### src/rtl/pwr_arb_pkg.sv
// Shared definitions for the power-budget issue arbiter.
// Assumes nothing beyond IEEE 1800-2017.
package pwr_arb_pkg;
    // Where the subtask started in a given cycle came from.
    typedef enum logic [1:0] {
        SRC_NONE   = 2'd0,
        SRC_REPLAY = 2'd1,
        SRC_FRESH  = 2'd2
    } issue_src_e;
endpackage

### src/rtl/arb_slot_table.sv
// Slot table: per slot holds occupancy, running flag, unit, cost and the
// dependency mask. Assumes a freed slot is never pushed or started in the
// same cycle (the top guarantees it by picking free slots from valid_o).
module arb_slot_table #(
    parameter int NUM_SLOTS = 4,
    parameter int UNIT_W    = 2,
    parameter int COST_W    = 6,
    localparam int SLOT_W   = (NUM_SLOTS > 1) ? $clog2(NUM_SLOTS) : 1
) (
    input  logic                                clk,
    input  logic                                rst_n,
    input  logic                                push_en,
    input  logic [SLOT_W-1:0]                   push_slot,
    input  logic [UNIT_W-1:0]                   push_unit,
    input  logic [COST_W-1:0]                   push_cost,
    input  logic [NUM_SLOTS-1:0]                push_deps,
    input  logic                                start_en,
    input  logic [SLOT_W-1:0]                   start_slot,
    input  logic [NUM_SLOTS-1:0]                free_mask,
    output logic [NUM_SLOTS-1:0]                valid_o,
    output logic [NUM_SLOTS-1:0]                run_o,
    output logic [NUM_SLOTS-1:0][UNIT_W-1:0]    unit_o,
    output logic [NUM_SLOTS-1:0][COST_W-1:0]    cost_o,
    output logic [NUM_SLOTS-1:0][NUM_SLOTS-1:0] deps_o
);
    for (genvar s = 0; s < NUM_SLOTS; s++) begin : g_slot
        // Per-slot state: free, load, start, and dependency clearing.
        always_ff @(posedge clk) begin
            if (!rst_n) begin
                valid_o[s] <= 1'b0;
                run_o[s]   <= 1'b0;
                unit_o[s]  <= '0;
                cost_o[s]  <= '0;
                deps_o[s]  <= '0;
            end else if (free_mask[s]) begin
                valid_o[s] <= 1'b0;
                run_o[s]   <= 1'b0;
                deps_o[s]  <= '0;
            end else if (push_en && (push_slot == SLOT_W'(s))) begin
                valid_o[s] <= 1'b1;
                run_o[s]   <= 1'b0;
                unit_o[s]  <= push_unit;
                cost_o[s]  <= push_cost;
                deps_o[s]  <= push_deps;
            end else begin
                if (start_en && (start_slot == SLOT_W'(s)))
                    run_o[s] <= 1'b1;
                deps_o[s] <= deps_o[s] & ~free_mask;
            end
        end
    end
endmodule

### src/rtl/arb_replay_fifo.sv
// Replay queue of slot indices refused at their turn. Assumes the caller
// never pushes when full; with one entry per slot at most, DEPTH = slots
// makes that impossible.
module arb_replay_fifo #(
    parameter int DEPTH  = 4,
    parameter int DATA_W = 2,
    localparam int PTR_W = (DEPTH > 1) ? $clog2(DEPTH) : 1,
    localparam int CNT_W = $clog2(DEPTH + 1)
) (
    input  logic              clk,
    input  logic              rst_n,
    input  logic              push,
    input  logic [DATA_W-1:0] push_data,
    input  logic              pop,
    output logic [DATA_W-1:0] head,
    output logic              nonempty
);
    logic [DEPTH-1:0][DATA_W-1:0] mem_q;
    logic [PTR_W-1:0]             rd_q, wr_q;
    logic [CNT_W-1:0]             cnt_q;

    // Advance a pointer with wrap at DEPTH.
    function automatic logic [PTR_W-1:0] bump(input logic [PTR_W-1:0] p);
        return (p == PTR_W'(DEPTH - 1)) ? '0 : p + 1'b1;
    endfunction

    assign head     = mem_q[rd_q];
    assign nonempty = (cnt_q != '0);

    // Storage, pointers and occupancy count.
    always_ff @(posedge clk) begin
        if (!rst_n) begin
            mem_q <= '0;
            rd_q  <= '0;
            wr_q  <= '0;
            cnt_q <= '0;
        end else begin
            if (push) begin
                mem_q[wr_q] <= push_data;
                wr_q        <= bump(wr_q);
            end
            if (pop)
                rd_q <= bump(rd_q);
            if (push && !pop)
                cnt_q <= cnt_q + 1'b1;
            else if (pop && !push)
                cnt_q <= cnt_q - 1'b1;
        end
    end
endmodule

### src/rtl/arb_budget.sv
// Budget accounting: latches the cap and the available power while idle,
// then charges starts and credits completions. Assumes take_amt never
// exceeds budget_now when take_en is high.
module arb_budget #(
    parameter int COST_W = 6
) (
    input  logic              clk,
    input  logic              rst_n,
    input  logic              idle,
    input  logic [COST_W-1:0] cap_in,
    input  logic              take_en,
    input  logic [COST_W-1:0] take_amt,
    input  logic [COST_W-1:0] give_amt,
    output logic [COST_W-1:0] budget_now,
    output logic [COST_W-1:0] avail_o,
    output logic [COST_W-1:0] cap_o
);
    // Budget seen by this cycle's issue decision.
    assign budget_now = idle ? cap_in : avail_o;

    // Cap latch while idle, and running budget update.
    always_ff @(posedge clk) begin
        if (!rst_n) begin
            cap_o   <= '0;
            avail_o <= '0;
        end else begin
            if (idle)
                cap_o <= cap_in;
            avail_o <= budget_now - (take_en ? take_amt : '0) + give_amt;
        end
    end
endmodule

### src/rtl/pwr_issue_arb.sv
// Top: power-budget subtask issue arbiter. Picks at most one subtask per
// cycle whose predecessors are gone, whose unit is idle and whose cost fits.
// The replay queue head has absolute priority. Assumes done[u] is pulsed
// only for a unit that was started (stray pulses are ignored).
module pwr_issue_arb #(
    parameter int NUM_UNITS = 4,
    parameter int NUM_SLOTS = 4,
    parameter int COST_W    = 6,
    localparam int UNIT_W   = (NUM_UNITS > 1) ? $clog2(NUM_UNITS) : 1,
    localparam int SLOT_W   = (NUM_SLOTS > 1) ? $clog2(NUM_SLOTS) : 1
) (
    input  logic                 clk,
    input  logic                 rst_n,
    input  logic [COST_W-1:0]    cap_in,
    input  logic                 sub_valid,
    input  logic [UNIT_W-1:0]    sub_unit,
    input  logic [COST_W-1:0]    sub_cost,
    input  logic [NUM_SLOTS-1:0] sub_deps,
    output logic                 sub_ready,
    output logic [SLOT_W-1:0]    sub_slot,
    output logic [NUM_UNITS-1:0] start,
    input  logic [NUM_UNITS-1:0] done,
    output logic [COST_W-1:0]    avail
);
    import pwr_arb_pkg::*;

    logic [NUM_SLOTS-1:0]                valid_q, run_q, queued_q;
    logic [NUM_SLOTS-1:0][UNIT_W-1:0]    unit_q;
    logic [NUM_SLOTS-1:0][COST_W-1:0]    cost_q;
    logic [NUM_SLOTS-1:0][NUM_SLOTS-1:0] deps_q;
    logic [NUM_SLOTS-1:0]                free_mask, ready, fits;
    logic [NUM_UNITS-1:0]                busy;
    logic [COST_W-1:0]                   give, budget_now, cap_q;
    logic                                idle, push_en, issue_en, enq_en;
    logic                                fifo_ne;
    logic [SLOT_W-1:0]                   issue_slot, enq_slot, fifo_head;
    logic [NUM_SLOTS-1:0]                push_deps;
    issue_src_e                          src;

    // Completion decode: which slots finish, which units are busy, credit.
    always_comb begin
        free_mask = '0;
        busy      = '0;
        give      = '0;
        for (int s = 0; s < NUM_SLOTS; s++) begin
            free_mask[s] = run_q[s] & done[unit_q[s]];
            if (run_q[s])
                busy[unit_q[s]] = 1'b1;
            if (free_mask[s])
                give = give + cost_q[s];
        end
    end

    assign idle = ~|run_q;

    // Per-slot eligibility against dependencies, unit and budget.
    always_comb begin
        for (int s = 0; s < NUM_SLOTS; s++) begin
            ready[s] = valid_q[s] & ~run_q[s] & (deps_q[s] == '0)
                       & ~busy[unit_q[s]];
            fits[s]  = (cost_q[s] <= budget_now);
        end
    end

    // Issue choice: replay head only, else lowest fitting fresh slot.
    always_comb begin
        src        = SRC_NONE;
        issue_slot = '0;
        if (fifo_ne) begin
            if (ready[fifo_head] && fits[fifo_head]) begin
                src        = SRC_REPLAY;
                issue_slot = fifo_head;
            end
        end else begin
            for (int s = NUM_SLOTS - 1; s >= 0; s--) begin
                if (ready[s] && fits[s]) begin
                    src        = SRC_FRESH;
                    issue_slot = SLOT_W'(s);
                end
            end
        end
        issue_en = (src != SRC_NONE);
    end

    // Refusal capture: lowest ready slot that must wait joins the queue.
    always_comb begin
        enq_en   = 1'b0;
        enq_slot = '0;
        for (int s = NUM_SLOTS - 1; s >= 0; s--) begin
            if (ready[s] && !queued_q[s] && (!fits[s] || fifo_ne)
                && !(issue_en && issue_slot == SLOT_W'(s))) begin
                enq_en   = 1'b1;
                enq_slot = SLOT_W'(s);
            end
        end
    end

    // Marks which slots currently sit in the replay queue.
    always_ff @(posedge clk) begin
        if (!rst_n) begin
            queued_q <= '0;
        end else begin
            for (int s = 0; s < NUM_SLOTS; s++) begin
                if (enq_en && enq_slot == SLOT_W'(s))
                    queued_q[s] <= 1'b1;
                else if (src == SRC_REPLAY && issue_slot == SLOT_W'(s))
                    queued_q[s] <= 1'b0;
            end
        end
    end

    // Free-slot search and write acceptance.
    always_comb begin
        sub_slot = '0;
        for (int s = NUM_SLOTS - 1; s >= 0; s--)
            if (!valid_q[s])
                sub_slot = SLOT_W'(s);
    end
    assign sub_ready = ~&valid_q;
    assign push_en   = sub_valid & sub_ready;
    assign push_deps = sub_deps & valid_q & ~free_mask;

    // Start pulse to the chosen subtask's unit.
    always_comb begin
        start = '0;
        if (issue_en)
            start[unit_q[issue_slot]] = 1'b1;
    end

    arb_slot_table #(
        .NUM_SLOTS (NUM_SLOTS),
        .UNIT_W    (UNIT_W),
        .COST_W    (COST_W)
    ) u_table (
        .clk        (clk),
        .rst_n      (rst_n),
        .push_en    (push_en),
        .push_slot  (sub_slot),
        .push_unit  (sub_unit),
        .push_cost  (sub_cost),
        .push_deps  (push_deps),
        .start_en   (issue_en),
        .start_slot (issue_slot),
        .free_mask  (free_mask),
        .valid_o    (valid_q),
        .run_o      (run_q),
        .unit_o     (unit_q),
        .cost_o     (cost_q),
        .deps_o     (deps_q)
    );

    arb_replay_fifo #(
        .DEPTH  (NUM_SLOTS),
        .DATA_W (SLOT_W)
    ) u_replay (
        .clk       (clk),
        .rst_n     (rst_n),
        .push      (enq_en),
        .push_data (enq_slot),
        .pop       (src == SRC_REPLAY),
        .head      (fifo_head),
        .nonempty  (fifo_ne)
    );

    arb_budget #(
        .COST_W (COST_W)
    ) u_budget (
        .clk        (clk),
        .rst_n      (rst_n),
        .idle       (idle),
        .cap_in     (cap_in),
        .take_en    (issue_en),
        .take_amt   (cost_q[issue_slot]),
        .give_amt   (give),
        .budget_now (budget_now),
        .avail_o    (avail),
        .cap_o      (cap_q)
    );
endmodule

### config.mk
export PLATFORM = sky130hd
export DESIGN_NAME = pwr_issue_arb
export DESIGN_NICKNAME = d
export VERILOG_FILES = /design/src/rtl/pwr_arb_pkg.sv /design/src/rtl/arb_slot_table.sv /design/src/rtl/arb_replay_fifo.sv /design/src/rtl/arb_budget.sv /design/src/rtl/pwr_issue_arb.sv
export SDC_FILE = /design/constraint.sdc
export NUM_CORES = 1
export LEC_CHECK = 0
export ABC_AREA = 1
export BUFFER_PORTS_ARGS = -buffer_cell sky130_fd_sc_hd__buf_2
export CORE_ASPECT_RATIO = 0.7
export CORE_MARGIN = 1.5
export CORE_UTILIZATION = 54
export CTS_CLUSTER_SIZE = 16
export DETAILED_ROUTE_END_ITERATION = 10
export PLACE_DENSITY = 0.79
export SLEW_MARGIN = 10
export SYNTH_ARGS = -nofsm -noshare
export SYNTH_HDL_FRONTEND = slang
export SYNTH_SLANG_ARGS = --single-unit
### constraint.sdc
create_clock -name clk -period 5.5 [get_ports clk]
set_clock_uncertainty 0.05 [all_clocks]
set_input_delay 0.825 -clock clk [delete_from_list [all_inputs] [get_ports clk]]
set_output_delay 0.825 -clock clk [all_outputs]
set_load 0.05 [all_outputs]
==> results.sh <==
export IMPL_sequentialPowerShare=0.220
export IMPL_async_flop_share=0
export IMPL_slowest_stage="fa_2"
export IMPL_synth_xor_area_share=0.0130
export IMPL_grt_max_degree=52
export IMPL_synth_compound_area_share=0.169
export IMPL_grt_pass1_wl_mm=29.5
export IMPL_slew_limit_headroom=0.576
export IMPL_p_comb_frac=0.600
export IMPL_synthAdderAreaFrac=0.135
export IMPL_cts_tree="built"
export IMPL_hp_class="reg2reg"
export IMPL_rrSetupSlack_ns=-0.14
export IMPL_critPathLaunchType="input port"
export IMPL_wl_mm=18.4
export IMPL_post_drt_via_cell_ratio=5.45
export IMPL_fmax_mhz=174
export IMPL_p_int_uw=1800
export IMPL_hold_start="u_table.deps_o[15]"
export IMPL_ys_warn_count=0
export IMPL_route_detailed_drc=0
export IMPL_hold_viol=0
export IMPL_cpMostUsedCell="nor2_2"
export IMPL_syn_avg_cell_area_sq_um=6.66
export IMPL_synth_top_family_by_area="simple AND/OR/NAND/NOR gates"
export IMPL_finalSetupViolCount=1
export IMPL_worst_pin_slew_ns=0.635
export IMPL_worst_slack_ns=-0.242
export IMPL_vias=6338
export IMPL_reg2regPathDepth=32
export IMPL_ant_nets=0
export IMPL_cap_violations=0
export IMPL_n_antenna_cell=0
export IMPL_holdBufCountCts=0
export IMPL_holdWs_ns=0.383
export IMPL_crit_path_start="done[0]"
export IMPL_dr_pass1_iters=5
export IMPL_row_count=32
export IMPL_ys_types=47
export IMPL_critPathMaxStageDelay_ns=0.53
export IMPL_areaGrowthSynthToFinish_pct=21.1
export IMPL_dp_hpwl_mm=13.8
export IMPL_power_frac_clock=0.180
export IMPL_nNetsFinal=1089
export IMPL_die_area_sq_um=11800
export IMPL_crit_required_ns=5.69
export IMPL_clkSlewWorstSetupHoldPaths_ns=0.06
export IMPL_gp_congestion=0.988
export IMPL_synth_seq_cells=81
export IMPL_cts_buffers=9
export IMPL_synth_main_ff_cell="dfxtp_1"
export IMPL_cp_arrival_ns=5.94
export IMPL_violations="setup timing"
export IMPL_synthMuxAreaShare=0.00497
export IMPL_synth_edf_count=0
export IMPL_yosysSeqAreaShare=0.268
export IMPL_p_sw_frac=0.473
export IMPL_clock_sinks=81
export IMPL_synthCells=907
export IMPL_clock_latency_ns=0.35
export IMPL_rsz0062_at_grt="yes"
export IMPL_power_switching_uw=1610
export IMPL_power_leakage_uw=0.00353
export IMPL_critPathMaxFanout=2
export IMPL_drt_initial_drc_count=627
export IMPL_pre_cts_ws_ns=-0.612
export IMPL_cts_root_buffer="clkbuf_16"
export IMPL_start_util=0.551
export IMPL_cts_htree_levels=3
export IMPL_antenna_found_initial=0
export IMPL_wl_per_cell_um=15.8
export IMPL_clk_path_buf_depth=2
export IMPL_power_density_nw_per_um2=466
export IMPL_worst_r2r_endpoint="u_budget.avail_o[5]"
export IMPL_slew_violations=0
export IMPL_track_usage=0.324
export IMPL_endpoint_kind="flip-flop"
export IMPL_drive_gt1_frac=0.204
export IMPL_period_share=1.04
export IMPL_io_buffers=37
export IMPL_die_h_um=91.5
export IMPL_status="finished, violations left"
export IMPL_die_width_um=129
export IMPL_first_global_vias=5943
export IMPL_overflow=0
export IMPL_vdd_ir_drop_max_uv=439
export IMPL_synth_fp_nets=992
export IMPL_rr_startpoint="u_table.unit_o[1]"
export IMPL_synthSimpleGateAreaFrac=0.310
export IMPL_syn_cell_area_sq_um=6040
export IMPL_crit_path_end="u_budget.avail_o[5]"
export IMPL_coreArea_sq_um=11000
export IMPL_crit_type="in2reg"
export IMPL_period_needed_ns=5.74
export IMPL_ios=38
[worst max-delay path: cells and delay by family]
family	cells	cell delay [ns]
AND/OR/NAND/NOR	16	1.37
adder cells (fa/ha/maj)	6	2.29
buffers and inverters	3	0.32
XOR/XNOR	1	0.26
AO/OA/AOI/OAI	6	0.85
[flip-flops by register name, indices dropped and copies added (netlist names)]
signal	cells
queued_q	4
u_budget.avail_o	6
u_replay.cnt_q	3
u_replay.mem_q	8
u_replay.rd_q	2
u_replay.wr_q	2
u_table.cost_o	24
u_table.deps_o	16
u_table.run_o	4
u_table.unit_o	8
u_table.valid_o	4
[cells in the mapped netlist, drive strengths merged (7+ instances only)]
cell type | instances | share of area
nand2 | 192 | 0.12
inv | 133 | 0.083
nor2 | 129 | 0.089
dfxtp | 81 | 0.27
nand3 | 76 | 0.072
o21ai | 70 | 0.058
a21oi | 67 | 0.057
ha | 51 | 0.11
clkbuf | 13 | 0.0081
nor3 | 10 | 0.0091
a211oi | 9 | 0.012
fa | 9 | 0.030
nand4 | 8 | 0.0093
o22ai | 7 | 0.0072
[placed cells by master (no fill, tap or decap), types with 3 or more instances in the layout]
cell type,instances
nand3_2,5
inv_1,123
ha_1,45
a31oi_1,4
or2_2,3
o21ai_1,8
xor2_1,3
ha_4,5
nor2_1,112
a21oi_2,5
fa_1,6
xnor2_1,4
o221ai_1,3
nor2_4,3
nand3_1,68
a211oi_1,8
inv_2,10
o22ai_1,7
nand3b_1,3
nor3_1,9
o21bai_2,4
o211ai_1,5
nand2_2,15
fa_2,3
buf_2,37
nor2_2,13
nand2_1,176
nand4_1,7
clkinv_2,3
dfxtp_1,79
nand3_4,3
o21ai_0,60
buf_4,66
a21oi_1,62
clkbuf_16,9
[logic make-up after synthesis]
kind of cell,Yosys count
AND/OR/NAND/NOR,421
AO/OA/AOI/OAI,179
buffers and inverters,154
flip-flops,81
adder cells (fa/ha/maj),60
XOR/XNOR,9
multiplexers,3
[through the flow]
step	total power (uW)	setup TNS, ns	cells	instance area [sq um]	util
2_1_floorplan	2070	-0.0261	907	6080	-
3_3_place_gp	2630	-0.295	1134	6790	0.619
3_5_place_dp	2650	-0.875	1134	6790	0.619
4_1_cts	3310	-0.0285	1160	7210	0.658
5_1_grt	3680	-0.477	1162	7320	0.667
6_report	3410	-0.242	1162	7320	0.667
[power groups by stage]
stage | Clock [uW] | Combinational (uW) | Sequential (uW)
after floorplan | 0 | 1270 | 804
after global placement | 0 | 1870 | 757
after detailed placement | 0 | 1900 | 757
after CTS | 614 | 1950 | 746
after global routing | 638 | 2280 | 760
final | 615 | 2050 | 750
[cell type report]
type | count | area, sq um
multi-input cells | 672 | 3990
flip-flops and latches | 81 | 1620
clock buffers | 9 | 225
well taps | 153 | 191
repair buffers | 105 | 712
fillers | 967 | 3650
inverters | 135 | 507
clock inverters | 7 | 70.1
[what timing repair did]
item | 4_1_cts | 5_1_grt
pin swaps | 16 | 14
buffers inserted | 10 | 2
setup endpoints to repair | 1 | 2
resized for setup | 17 | 24
[routing by layer]
layer	track usage	routed length, um
met1	0.453	8280
met2	0.476	7520
met3	0.0790	1890
met4	0.131	680
met5	0	0
[worst min-delay path by stage]
stage / endpoint / slack [ns] / depth (start not counted)
floorplan: u_table.deps_o[15] / 0.36 / 2
global placement: u_table.deps_o[15] / 0.37 / 2
detailed placement: u_table.deps_o[5] / 0.37 / 2
CTS: u_table.deps_o[15] / 0.38 / 2
global route: u_table.deps_o[5] / 0.42 / 2
finish: u_table.deps_o[15] / 0.38 / 2
(Power assumes the default switching activity.)
